## src/rtl/acc_exec_pkg.sv

```systemverilog
package acc_exec_pkg;

  localparam int OP_W   = 8;
  localparam int FLAG_W = 2;
  localparam int IMM_W  = 4;

  typedef enum logic [3:0] {
    K_ADDI,
    K_ADD,
    K_SUB,
    K_XOR,
    K_AND,
    K_OR,
    K_SHL,
    K_SHR,
    K_FDEC,
    K_CMP,
    K_PASS
  } op_kind_e;

endpackage

```

## src/rtl/acc_exec_decode.sv

```systemverilog
module acc_exec_decode
  import acc_exec_pkg::*;
(
  input  logic [OP_W-1:0]  op,
  output op_kind_e         kind,
  output logic             tgt_sel,
  output logic             acc_we,
  output logic [IMM_W-1:0] imm
);

  always_comb begin
    imm     = {op[4], op[2:0]};
    tgt_sel = op[3];
    if (op[7:5] == 3'b000) begin
      kind = K_ADDI;
    end else begin
      unique case (op[7:4])
        4'b0010: kind = K_ADD;
        4'b0011: kind = K_SUB;
        4'b0100: kind = K_FDEC;
        4'b0101: kind = K_CMP;
        4'b0111: kind = K_XOR;
        4'b1100: kind = K_AND;
        4'b1101: kind = K_OR;
        4'b1110: kind = K_SHL;
        4'b1111: kind = K_SHR;
        default: kind = K_PASS;
      endcase
    end
    acc_we = !((kind == K_FDEC) || (kind == K_CMP) || (kind == K_PASS));
  end

endmodule

```

## src/rtl/acc_exec_arith.sv

```systemverilog
module acc_exec_arith #(
  parameter int DATA_W = 8
) (
  input  logic [DATA_W-1:0] a,
  input  logic [DATA_W-1:0] b,
  input  logic              sub,
  output logic [DATA_W-1:0] sum,
  output logic              carry,
  output logic              ovf
);

  logic [DATA_W-1:0] b_eff;
  logic [DATA_W:0]   wide;

  always_comb begin
    b_eff = sub ? ~b : b;
    wide  = {1'b0, a} + {1'b0, b_eff} + {{DATA_W{1'b0}}, sub};
    sum   = wide[DATA_W-1:0];
    carry = wide[DATA_W];
    ovf   = (a[DATA_W-1] == b_eff[DATA_W-1]) && (sum[DATA_W-1] != a[DATA_W-1]);
  end

endmodule

```

## src/rtl/acc_exec_bitops.sv

```systemverilog
module acc_exec_bitops
  import acc_exec_pkg::*;
#(
  parameter int DATA_W = 8
) (
  input  op_kind_e          kind,
  input  logic [DATA_W-1:0] a,
  input  logic [DATA_W-1:0] b,
  output logic [DATA_W-1:0] res
);

  localparam int SH_W = $clog2(DATA_W);

  logic [DATA_W-1:0] lst [SH_W+1];
  logic [DATA_W-1:0] rst_ [SH_W+1];
  logic              too_far;

  assign lst[0]  = a;
  assign rst_[0] = a;
  assign too_far = |b[DATA_W-1:SH_W];

  generate
    for (genvar s = 0; s < SH_W; s++) begin : g_stage
      localparam int STEP = 1 << s;
      assign lst[s+1]  = b[s] ? (lst[s]  << STEP) : lst[s];
      assign rst_[s+1] = b[s] ? (rst_[s] >> STEP) : rst_[s];
    end
  endgenerate

  always_comb begin
    unique case (kind)
      K_XOR:   res = a ^ b;
      K_AND:   res = a & b;
      K_OR:    res = a | b;
      K_SHL:   res = too_far ? '0 : lst[SH_W];
      K_SHR:   res = too_far ? '0 : rst_[SH_W];
      default: res = '0;
    endcase
  end

endmodule

```

## src/rtl/acc_exec_flags.sv

```systemverilog
module acc_exec_flags
  import acc_exec_pkg::*;
#(
  parameter int DATA_W = 8
) (
  input  op_kind_e          kind,
  input  logic [3:0]        low_nib,
  input  logic [FLAG_W-1:0] flags_in,
  input  logic [DATA_W-1:0] acc0,
  input  logic [DATA_W-1:0] acc1,
  input  logic [DATA_W-1:0] res,
  input  logic              carry,
  input  logic              ovf,
  output logic [FLAG_W-1:0] flags_next
);

  logic [DATA_W-1:0] ref_val;
  logic              eq, sgt, ugt, g_en, e_en, is_zero, odd;

  always_comb begin
    ref_val = low_nib[3] ? acc1 : '0;
    eq      = (acc0 == ref_val);
    sgt     = ($signed(acc0) > $signed(ref_val));
    ugt     = (acc0 > ref_val);
    g_en    = low_nib[1];
    e_en    = low_nib[0];
    is_zero = (res == '0);
    odd     = ^res;
    unique case (kind)
      K_ADDI, K_ADD, K_SUB: flags_next = {carry, ovf};
      K_XOR, K_AND, K_OR:   flags_next = {odd, is_zero};
      K_SHL, K_SHR:         flags_next = {res[DATA_W-1], is_zero};
      K_FDEC:               flags_next = {2{low_nib[flags_in]}};
      K_CMP:                flags_next = {(g_en && sgt) || (e_en && eq),
                                          (g_en && ugt) || (e_en && eq)};
      default:              flags_next = flags_in;
    endcase
  end

endmodule

```

## src/rtl/acc_exec_unit.sv

```systemverilog
module acc_exec_unit
  import acc_exec_pkg::*;
#(
  parameter int DATA_W = 8
) (
  input  logic              clk,
  input  logic              rst,
  input  logic [7:0]        op_i,
  input  logic [DATA_W-1:0] acc0_i,
  input  logic [DATA_W-1:0] acc1_i,
  input  logic [DATA_W-1:0] reg_i,
  input  logic [1:0]        flags_i,
  output logic [DATA_W-1:0] acc_res_o,
  output logic              acc_we_o,
  output logic              acc_sel_o,
  output logic [1:0]        flags_o
);

  localparam int PAD_W = DATA_W - IMM_W;

  op_kind_e          kind;
  logic              tgt_sel, we_d;
  logic [IMM_W-1:0]  imm;
  logic [DATA_W-1:0] acc_cur, arith_b, sum, bit_res, result;
  logic              carry, ovf;
  logic [FLAG_W-1:0] flags_d;

  acc_exec_decode u_dec (
    .op      (op_i),
    .kind    (kind),
    .tgt_sel (tgt_sel),
    .acc_we  (we_d),
    .imm     (imm)
  );

  assign acc_cur = tgt_sel ? acc1_i : acc0_i;
  assign arith_b = (kind == K_ADDI) ? {{PAD_W{1'b0}}, imm} : reg_i;

  acc_exec_arith #(.DATA_W(DATA_W)) u_arith (
    .a     (acc_cur),
    .b     (arith_b),
    .sub   (kind == K_SUB),
    .sum   (sum),
    .carry (carry),
    .ovf   (ovf)
  );

  acc_exec_bitops #(.DATA_W(DATA_W)) u_bits (
    .kind (kind),
    .a    (acc_cur),
    .b    (reg_i),
    .res  (bit_res)
  );

  assign result = ((kind == K_ADDI) || (kind == K_ADD) || (kind == K_SUB)) ? sum : bit_res;

  acc_exec_flags #(.DATA_W(DATA_W)) u_flags (
    .kind       (kind),
    .low_nib    (op_i[3:0]),
    .flags_in   (flags_i),
    .acc0       (acc0_i),
    .acc1       (acc1_i),
    .res        (result),
    .carry      (carry),
    .ovf        (ovf),
    .flags_next (flags_d)
  );

  always_ff @(posedge clk) begin
    if (rst) begin
      acc_res_o <= '0;
      acc_we_o  <= 1'b0;
      acc_sel_o <= 1'b0;
      flags_o   <= '0;
    end else begin
      acc_res_o <= we_d ? result : '0;
      acc_we_o  <= we_d;
      acc_sel_o <= we_d & tgt_sel;
      flags_o   <= flags_d;
    end
  end

endmodule

```

## config.mk

```make
export PLATFORM = sky130hd
export DESIGN_NAME = acc_exec_unit
export DESIGN_NICKNAME = d
export VERILOG_FILES = /design/src/rtl/acc_exec_pkg.sv /design/src/rtl/acc_exec_decode.sv /design/src/rtl/acc_exec_arith.sv /design/src/rtl/acc_exec_bitops.sv /design/src/rtl/acc_exec_flags.sv /design/src/rtl/acc_exec_unit.sv
export SDC_FILE = /design/constraint.sdc
export NUM_CORES = 1
export LEC_CHECK = 0
export BUFFER_PORTS_ARGS = -buffer_cell sky130_fd_sc_hd__buf_2
export CAP_MARGIN = 30
export CORE_MARGIN = 2
export CORE_UTILIZATION = 40
export DETAILED_ROUTE_END_ITERATION = 7
export GPL_ROUTABILITY_DRIVEN = 0
export PLACE_DENSITY_LB_ADDON = 0.12
export SLEW_MARGIN = 20
export SYNTH_ARGS = -nofsm -noshare
export SYNTH_HDL_FRONTEND = slang
export SYNTH_SLANG_ARGS = --single-unit
```

## constraint.sdc

```tcl
create_clock -name clk -period 11.14 [get_ports clk]
set_clock_uncertainty 0.2 [all_clocks]
set_input_delay 1.671 -clock clk [delete_from_list [all_inputs] [get_ports clk]]
set_output_delay 1.671 -clock clk [all_outputs]
set_load 0.01 [all_outputs]
```

==> Word-level counts from Yosys, hierarchy flattened <==
Memory sizes are Yosys's and may differ from the RTL's.
Cells that the tools add are included.
Widths: inputs -> output; s select.
{ "op_classes": {"n_addsub": 2, "mul": 0, "div_mod_pow": 0, "magnitude_cmp": 3, "n_eq_ne": 13, "shifts": 0, "n_mux": 18, "n_bitwise": 5, "reduce_logical": 20} }
{ "op_table": {"columns": ["operator", "n"], "rows": [
  ["$mux 8", 13],
  ["$pmux 8 s5", 1],
  ["$eq 4x3->1 const B", 4],
  ["$gt 8x8->1", 2],
  ["$eq 4x4->1 const B", 3],
  ["$pmux 2 s5", 1],
  ["$add 8x8->9", 1],
  ["$add 9x1->9", 1],
  ["$and 8x8->8", 1],
  ["$eq 4x2->1 const B", 2],
  ["$eq 8x8->1", 1],
  ["$logic_not 8->1", 1],
  ["$not 8->8", 1],
  ["$or 8x8->8", 1],
  ["$reduce_xor 8->1", 1],
  ["$xor 8x8->8", 1],
  ["$logic_or 1x1->1", 6],
  ["$reduce_or 3->1", 2],
  ["$reduce_or 5->1", 1],
  ["$eq 4x1->1 const B", 1],
  ["$logic_and 1x1->1", 4],
  ["$logic_not 4->1", 1],
  ["$mux 4", 1],
  ["$reduce_or 2->1", 2],
  ["8 further kinds", 8]
]} }
{ "totals": {"reg_bits": 12, "latch_bits": 0, "ramBits": 0, "mem_bits_ro": 64, "in_bits": 36, "output_inout_bits": 12, "elab_cells": 66, "memories": 1} }
{ "memory_table": {"columns": ["memory", "words", "word_bits", "rd", "rd_ports_with_merged_regs", "write_ports", "line", "source"], "rows": [
  ["(name not given)", 16, 4, 1, 0, 0, "acc_exec_decode.sv:17", "unique case (op[7:4])"]
]} }

==> Depth between registers and ports, before layout <==
Gate-level depths: netlist of run 1.
{ "logic_depth": {"word_depth": 11, "ltp_mapped": 20, "ltp_nobuf": 19} }

==> By module <==
Synthesis of run 1 repeated with hierarchy kept, for this count alone.
{ "hier_totals": {"hier_cells": 353, "hier_area_um2": 2906.5} }
{ "modules_own_cells": {"columns": ["module", "instances", "cells_per_inst", "area_each_um2", "seq_area_each_um2"], "rows": [
  ["acc_exec_bitops", 1, 129, 985.9, 0.0],
  ["acc_exec_unit", 1, 72, 808.3, 240.2],
  ["acc_exec_flags", 1, 77, 535.5, 0.0],
  ["acc_exec_arith", 1, 60, 470.5, 0.0],
  ["acc_exec_decode", 1, 15, 106.4, 0.0]
]} }

==> Worst setup path after synthesis of run 1 <==
No wires, ideal clock.
{ "synth_path": {"path_kind": "in2reg", "from": "input port op_i[4]", "to": "register flags_o[1]", "setup_ns": 0.131, "t_arrival_ns": 4.941, "t_required_ns": 10.809, "slack_ns": 5.868, "stages": 19, "path_cell_list": "clkbuf_1 clkbuf_1 clkbuf_1 o21ai_0 a22o_1 ha_1 o21ai_0 a21oi_1 o21ai_0 or2b_2 mux2i_1 and3_1 ha_1 xor2_1 xnor2_1 o21ai_0 o21ai_0 a311oi_1 a311oi_1"} }
{ "synth_between": {"elab_chain_cells": 11, "word_cells_on_any_way": 26, "cone_classes": "add/sub: 2; eq/ne: 9; mux: 6; bitwise: 1; reduce/logical: 7; memory: 1"} }
{ "synth_rtl": {"columns": ["item", "line", "source"], "rows": [
  ["from (decl)", "acc_exec_unit.sv:8", "input logic [7:0] op_i,"],
  ["$mem_v2 16x4", null, null],
  ["$mux 4", "acc_exec_decode.sv:14", "if (op[7:5] == 3'b000) begin"],
  ["$logic_not 4->1", "acc_exec_flags.sv:29, acc_exec_unit.sv:37, acc_exec_unit.sv:55", null],
  ["$mux 8", "acc_exec_unit.sv:37", "assign arith_b = (kind == K_ADDI) ? {{PAD_W{1'b0}}, imm} : reg_i;"],
  ["$not 8->8", "acc_exec_arith.sv:16", "b_eff = sub ? ~b : b;"],
  ["$mux 8", "acc_exec_arith.sv:16", null],
  ["$add 8x8->9", "acc_exec_arith.sv:17", "wide = {1'b0, a} + {1'b0, b_eff} + {{DATA_W{1'b0}}, sub};"],
  ["$add 9x1->9", "acc_exec_arith.sv:17", null],
  ["$mux 8", "acc_exec_unit.sv:55", "assign result = ((kind == K_ADDI) || (kind == K_ADD) || (kind == K_SUB)) ? sum : bit_res;"],
  ["$reduce_xor 8->1", "acc_exec_flags.sv:28", "odd = ^res;"],
  ["$pmux 2 s5 (*)", "acc_exec_flags.sv:29", "unique case (kind)"],
  ["to (signal assigned)", "acc_exec_unit.sv:79", "flags_o <= flags_d;"],
  ["to (decl)", "acc_exec_unit.sv:16", "output logic [1:0] flags_o"]
]} }
Mark *: on every way between the ends. The rest lies on a longest branch, timed or not.
A chain may end at the register's enable or synchronous reset.

==> Worst setup path after layout of run 1 <==
{ "layout_path": {"from": "input port op_i[6]", "to": "register flags_o[1]"} }
{ "layout_between": {"elab_chain_cells": 11, "word_cells_on_any_way": 27, "cone_classes": "add/sub: 2; eq/ne: 9; mux: 6; bitwise: 1; reduce/logical: 8; memory: 1"} }
{ "layout_rtl": {"columns": ["item", "line"], "rows": [
  ["$mem_v2 16x4 or $logic_not 3->1 (tied branches)", null],
  ["$mux 4 (*)", "acc_exec_decode.sv:14"],
  ["$logic_not 4->1", "acc_exec_flags.sv:29, acc_exec_unit.sv:37, acc_exec_unit.sv:55"],
  ["$mux 8", "acc_exec_unit.sv:37"],
  ["$not 8->8", "acc_exec_arith.sv:16"],
  ["$mux 8", "acc_exec_arith.sv:16"],
  ["$add 8x8->9", "acc_exec_arith.sv:17"],
  ["$add 9x1->9", "acc_exec_arith.sv:17"],
  ["$mux 8", "acc_exec_unit.sv:55"],
  ["$reduce_xor 8->1", "acc_exec_flags.sv:28"],
  ["$pmux 2 s5 (*)", "acc_exec_flags.sv:29"]
]} }
Marks and branches as above.

==> results of run 1 <==
==> power breakdown <==
group | switching [mW] | total (mW) | internal (mW)
Clock | 0.0142 | 0.0453 | 0.0311
Sequential | 0.000637 | 0.0467 | 0.0461
Combinational | 0.0785 | 0.138 | 0.0598
==> kinds of logic after synthesis <==
kind of cell    share of synthesized area [%]
simple gates                             22.3
buf+inv                                  7.50
compound gates                           26.7
mux                                      15.3
flops                                    8.88
xor+xnor                                 1.94
fa+ha+maj                                17.4
==> layout make-up <==
class | count | area [um^2] | share of cell area [%]
inverter | 24 | 90.1 | 3.02
tap | 77 | 96.3 | 3.23
multi-input combinational | 286 | 2260 | 75.7
sequential | 12 | 240 | 8.05
clock buffer | 4 | 55.1 | 1.84
timing repair buffer | 48 | 243 | 8.13
==> routing by layer <==
| layer | routed length [um] | GRT usage (%) | up-vias |
|---|---|---|---|
| met4 | 54 | 3.55 | 0 |
| met3 | 406 | 0.667 | 6 |
| li1 | - | - | 1345 |
| met1 | 4000 | 34.1 | 1311 |
| met2 | 3830 | 36.7 | 99 |
| met5 | 0 | 0 | - |
==> flip-flops by register name, summed over array words and instances (netlist names) <==
register	cells
acc_res_o	8
acc_sel_o	1
acc_we_o	1
flags_o	2
==> cells in the final DEF (no fill, tap or decap), drive strengths merged, types with 5 or more instances in the layout <==
cell type and n:
mux4 11, buf 48, inv 24, o211ai 6, nand2b 9, ha 36
o21ai 25, nor3 5, and2 6, a31oi 6, a21o 6, a21oi 22
xnor2 5, a22o 5, o22ai 5, mux2i 10, dfxtp 12, nand3 11
nor2b 6, nand2 27, nor2 26
==> final timing paths <==
check / from / end / cells after the start
setup / recovery: op_i[6] / flags_o[1] / 19
hold / removal: rst / flags_o[1] / 2
==> metrics by stage <==
| step | hold WS [ns] | setup slack [ns] | util [%] | area (um^2) | instances |
|---|---|---|---|---|---|
| after floorplan | 1.54 | 5.87 | - | 2700 | 342 |
| after global placement | 1.70 | 5.47 | 45.4 | 2930 | 447 |
| after detailed placement | 1.70 | 5.41 | 45.4 | 2930 | 447 |
| after CTS | 1.45 | 5.65 | 46.2 | 2990 | 451 |
| after global routing | 1.47 | 5.26 | 46.2 | 2990 | 451 |
| final | 1.46 | 5.56 | 46.2 | 2990 | 451 |
==> metrics list, run 1 <==
* Buffers from clock root to sink, at most: 2
- Buf/Inv on CP: 1
- Clock transition at the registers of the reported paths: 0.05 ns
- Cell accounting for the most synthesized area: sky130_fd_sc_hd__ha_1
- CTS built an H-tree with a depth of 1.
- Traced cell by cell, the critical path runs through buf_2 -> nor2_1 -> nand2_1 -> o21ai_0 -> a21oi_1 -> ha_1 -> nand2b_1 -> a21oi_1 -> o21ai_0 -> or2b_2 -> mux2i_1 -> and3_1 -> ha_1 -> xor2_1 -> xnor2_1 -> o21ai_0 -> o21ai_0 -> a311oi_1 -> a311oi_1.
- Floorplan die area: 0.00743 mm^2
* Final setup vio count: 0
- In this run the vertical extent of the chip is 86.2 um.
* Synth async-reset ratio: 0%
- Max capacitance violation total: 0
- Dividing the final minimum period by the clock period gives 50.1%.
- Num CTS Buffers: 3
- The run finished, with violations left.
* Cell at the root of the clock tree: sky130_fd_sc_hd__clkbuf_8
* Top cell by count, worst path: sky130_fd_sc_hd__o21ai_0
* Setup fix buffers added after clock tree synthesis: 0
- Half-perimeter wire length of the detailed placement result: 6480 um
- Number of gates given a new drive strength after cts: 0
- Total wirelength of the detailed-routed design: 8290 um
- Family with the most delay on the worst path: simple AND/OR/NAND/NOR gates
* Number of flops mapped to enable cells by yosys: 0
- Count of synthesis-stage warnings from yosys: 0
- The via count of the first global-routing pass was 2489.
- The total overflow left after global routing is 0.
- Area of the core: 0.00646 mm^2
- Worst supply voltage drop on vdd: 0.0000316 V
- 48 I/O pins were placed.
- CP endpoint kind: flip-flop
* Number of buffers added to fix hold violations after cts: 0
* Total count of max-transition violations in the final report: 0
* Classification of the worst setup path: primary input to flip-flop
- In the synthesized netlist the dominant register cell turns out to be sky130_fd_sc_hd__dfxtp_1.
- The worst setup path is launched from a primary input.
* Slowest library cell on the worst path: sky130_fd_sc_hd__nor2_1
- Crit-path max FO: 14
- For the pin with the worst max-slew slack, the measured transition is 0.889 ns.
- After technology mapping, the gate count stands at 342.
- WP data arrival: 5.48 ns
- Unrepaired setup endpoints after global routing: false
- The routed layout has 2761 vias.
* Starting DRT DRC Count: 284
- Dividing the synthesized area by the synthesized cell count gives 7.91 um^2.
- Shortest period the worst path allows: 5.58 ns
- The largest single stage delay on the critical path is 0.71 ns.
- The mapped netlist covers 0.00270 mm^2.
- Total design power: 230 uW
* Total nets after synthesis: 415
- Accumulated negative setup slack: 0 ns
* Area overhead of the layout relative to synthesis: 10.4%
* Number of nets in the layout: 448
- Max Clk Rate: 179 MHz
- Global routing used 22.6% of the available tracks.
- Clock tree from TritonCTS: yes
- The count of buffers added on input and output ports is 47.
* Headroom to the max-slew limit: 40.5%
* Filler instances: 669
- Path category of the worst min-delay check: primary input to flip-flop
- Detail Route Antenna Nets: 0
- Ant. Diodes: 0
* Worst path required time: 11.04 ns
* Floorplan row count: 29
- Die width: 86.2 um
* Violated checks: design-rule violations
* Yosys top cell area share: 16.7%
* Unique masters post-synth: 67
- In the routed design, unresolved DRC markers number 1.
* Most frequent cell after synthesis: sky130_fd_sc_hd__ha_1
- Initial antenna violation count: 0
- Layout cells sized above 1: 22.7%
- The analysis attributes to cell leakage a power of 1.31 nW.
* CTS sink cnt: 12
* Number of flip-flops and latches in the synthesized netlist: 12
- Per-cell via count in the routed design: 6.12
- Mean routed wirelength per cell: 18.4 um
- Commonest cells post-synth: sky130_fd_sc_hd__ha_1 (36), sky130_fd_sc_hd__nand2_1 (27), sky130_fd_sc_hd__nor2_1 (25)
* Wire length of the first global-routing pass: 13300 um
- Yosys attributes the largest share of cell area to sky130_fd_sc_hd__ha_1 (17%), sky130_fd_sc_hd__dfxtp_1 (8.9%), sky130_fd_sc_hd__mux4_2 (7.5%), sky130_fd_sc_hd__o21ai_0 (4.4%), sky130_fd_sc_hd__a21oi_1 (4.1%).
* Final count of hold timing violations: 0
* Effective utilization at floorplan: 41.9%
- For this design the ratio of total power to cell area is 77.1 mW/mm^2.
* Part of the Yosys area used for sequential elements: 8.88%
* Maximum number of pins on one net before global-route repair: 28
- For this run, the detailed router's first-pass iteration total came to 7.
Power figures use the tool's default switching activity.
==> inputs of run 2 (changes only) <==
==> constraint.sdc (replaced) <==
create_clock -name clk -period 5.8 [get_ports clk]
set_clock_uncertainty 0.2 [all_clocks]
set_input_delay 0.87 -clock clk [delete_from_list [all_inputs] [get_ports clk]]
set_output_delay 0.87 -clock clk [all_outputs]
set_load 0.01 [all_outputs]
==> run 2 against run 1 <==
Compared with the run above: the run still ends with design-rule violations left; worst hold slack worse by 0.82 ns; sequential power up 92%; non-clock buffer count up 5; sequential share of layout area down 0.10 points; first-iteration DRC count down 9.9%; core utilization up 0.58 points; highest routed layer unchanged.
==> metrics list, run 2 (same netlist as run 1, synthesis figures left out) <==
- Effective utilization at floorplan: 41.9%
* Path category of the worst min-delay check: primary input to flip-flop
- Across the run, the number of max-cap violations was 0.
* Wire length of the first global-routing pass: 13200 um
- The final hold violation count is 0.
- By startpoint and endpoint, the worst setup path is classified as primary input to flip-flop.
* Largest registers: acc_res_o (8), flags_o (2)
* Area of the core: 0.00646 mm^2
* Num CTS Buffers: 3
* CTS sink cnt: 12
- Headroom to the max-slew limit: 45.8%
- IR analysis of the VDD net gives a maximum drop of 0.0000458 V.
- Post-route DRC violation count: 1
* Total count of max-transition violations in the final report: 0
- Clock-pin slew was measured on the worst setup and hold paths at 0.05 ns.
* Vias after detailed routing: 2814
* Setup fix buffers added after clock tree synthesis: 0
- Instance count along the most critical hold path: 2
- In this run the horizontal extent of the chip is 86.2 um.
- STA classifies the critical path endpoint as a flip-flop.
* Element type at the critical path start: primary input
* Post-route cell area: 0.00302 mm^2
- From bottom edge to top edge, the die measures 86.2 um.
- For the worst setup path, the data required time is 5.71 ns.
* Count of buffers inserted at the top-level ports: 47
- For the finished layout, the period the worst path requires is 4.71 ns.
- Period utilisation layout: 81.2%
* Commonest non-fill, non-tap cell in the layout: sky130_fd_sc_hd__buf_2
- The analysis attributes to cell leakage a power of 1.34 nW.
* WP data arrival: 4.62 ns
- Max Clk Rate: 212 MHz
- The number of antenna diodes in the final layout is 0.
- First-pass iteration count of the detailed router: 8
* Half-perimeter wire length of the detailed placement result: 6500 um
- In the final routed layout, each cell accounts on average for 18.2 um.
* Layout cells sized above 1: 23.7%
* Number of nets in the layout: 453
* Number of global-route vias before repair: 2628
* Number of gates given a new drive strength after cts: 0
- Summed over all layers, the global routing overflow is 0.
- Using the TritonRoute via totals, the vias-per-cell ratio works out to 6.17.
* Floorplan die area: 0.00743 mm^2
* Floorplan row count: 29
- The placed instances occupy a cell area of 0.00297 mm^2.
- TritonCTS built the clock tree.
- No sink is reached through more buffers than the 2 on the longest clock path.
* Maximum number of pins on one net before global-route repair: 28
* Starting DRT DRC Count: 256
- Total wirelength of the detailed-routed design: 8310 um
* Flip-flop count of the largest register, all copies and words added: 8
- After routing, the total negative slack on setup checks comes to 0 ns.
- From synthesis to final layout, the design area changed by 11.8%.
- In this run, post-CTS hold repair placed 0 buffers.
- Dividing total power by cell area gives a power density of 148 mW/mm^2.
- The top cell types in the final layout, fill and taps aside, are sky130_fd_sc_hd__buf_2 (47), sky130_fd_sc_hd__ha_1 (36), sky130_fd_sc_hd__nand2_1 (27), sky130_fd_sc_hd__nor2_1 (25), sky130_fd_sc_hd__o21ai_0 (24).
- More flip-flops sit in one register than any other, and that register is acc_res_o.
- Detail Route Antenna Nets: 0
* H-tree depth: 1
- At the pin with the least slew margin, the transition time is 0.809 ns.
* Status: finished with violations
- Violated checks: design-rule violations
- In the global route stage, overall resource usage came out at 22.2%.
- Unrepaired setup endpoints after global routing: false
* Final setup vio count: 0
- Of all nets on the critical path, the largest fanout is 14.
- Count of boundary I/O pins: 48
* Cell at the root of the clock tree: sky130_fd_sc_hd__clkbuf_8
- The number of antenna violations at the first check in global routing came to 0.
==> run 2: cell count changes in the layout (fill, tap and decap cells not counted), sizes merged <==
| cell | before | now |
|---|---|---|
| buf | 48 | 53 |
==> run 2: metal layers <==
layer / wire [um] / part of all wire (%) / track usage [%] / up-vias
met4: 97 / 1.2 / 5.68 / 0
met2: 3720 / 45 / 35.2 / 113
met3: 533 / 6.4 / 2.19 / 17
met1: 3960 / 48 / 32.3 / 1328
li1: - / - / - / 1356
met5: 0 / 0 / 0 / -
==> run 2: where the power goes <==
| part | leakage (nW) | internal (mW) | total [mW] | switching (mW) |
|---|---|---|---|---|
| logic | 1.21 | 0.117 | 0.269 | 0.152 |
| registers | 0.0983 | 0.0885 | 0.0897 | 0.00112 |
| clock network | 0.0288 | 0.0597 | 0.0877 | 0.0280 |
==> run 2: path summary, 6_finish.rpt <==
path,from,end,slack (ns)
max,op_i[6],flags_o[1],1.09
min,rst,flags_o[1],0.64
==> run 2: stage by stage <==
stage | instances | util (%) | worst slack, ns | hold slack, ns | power, mW
2_1_floorplan | 342 | - | 1.33 | 0.742 | 0.283
3_3_place_gp | 452 | 46.0 | 0.957 | 0.890 | 0.355
3_5_place_dp | 452 | 46.0 | 0.894 | 0.884 | 0.356
4_1_cts | 456 | 46.8 | 1.13 | 0.635 | 0.445
5_1_grt | 456 | 46.8 | 0.778 | 0.641 | 0.480
6_report | 456 | 46.8 | 1.09 | 0.644 | 0.447
==> run 2: layout make-up <==
type,instances,area [um^2]
clock buffer,4,55.1
fill,691,3440
inverter,24,90.1
multi-input combinational,286,2260
sequential,12,240
tap,77,96.3
timing repair buffer,53,280
==> run 2: worst max-delay path, stage by stage <==
cell and delay (ns):
sky130_fd_sc_hd__buf_2 0.18, sky130_fd_sc_hd__or2_2 0.47, sky130_fd_sc_hd__o21ai_1 0.35, sky130_fd_sc_hd__nand3_1 0.14, sky130_fd_sc_hd__fa_1 0.39, sky130_fd_sc_hd__nand2b_1 0.19, sky130_fd_sc_hd__a21oi_1 0.19, sky130_fd_sc_hd__o21ai_0 0.10
sky130_fd_sc_hd__or2b_2 0.20, sky130_fd_sc_hd__mux2i_1 0.21, sky130_fd_sc_hd__and3_1 0.18, sky130_fd_sc_hd__ha_1 0.24, sky130_fd_sc_hd__xor2_1 0.17, sky130_fd_sc_hd__xnor2_1 0.12, sky130_fd_sc_hd__o21ai_0 0.06, sky130_fd_sc_hd__o21ai_0 0.10
sky130_fd_sc_hd__a311oi_1 0.31, sky130_fd_sc_hd__a311oi_1 0.14
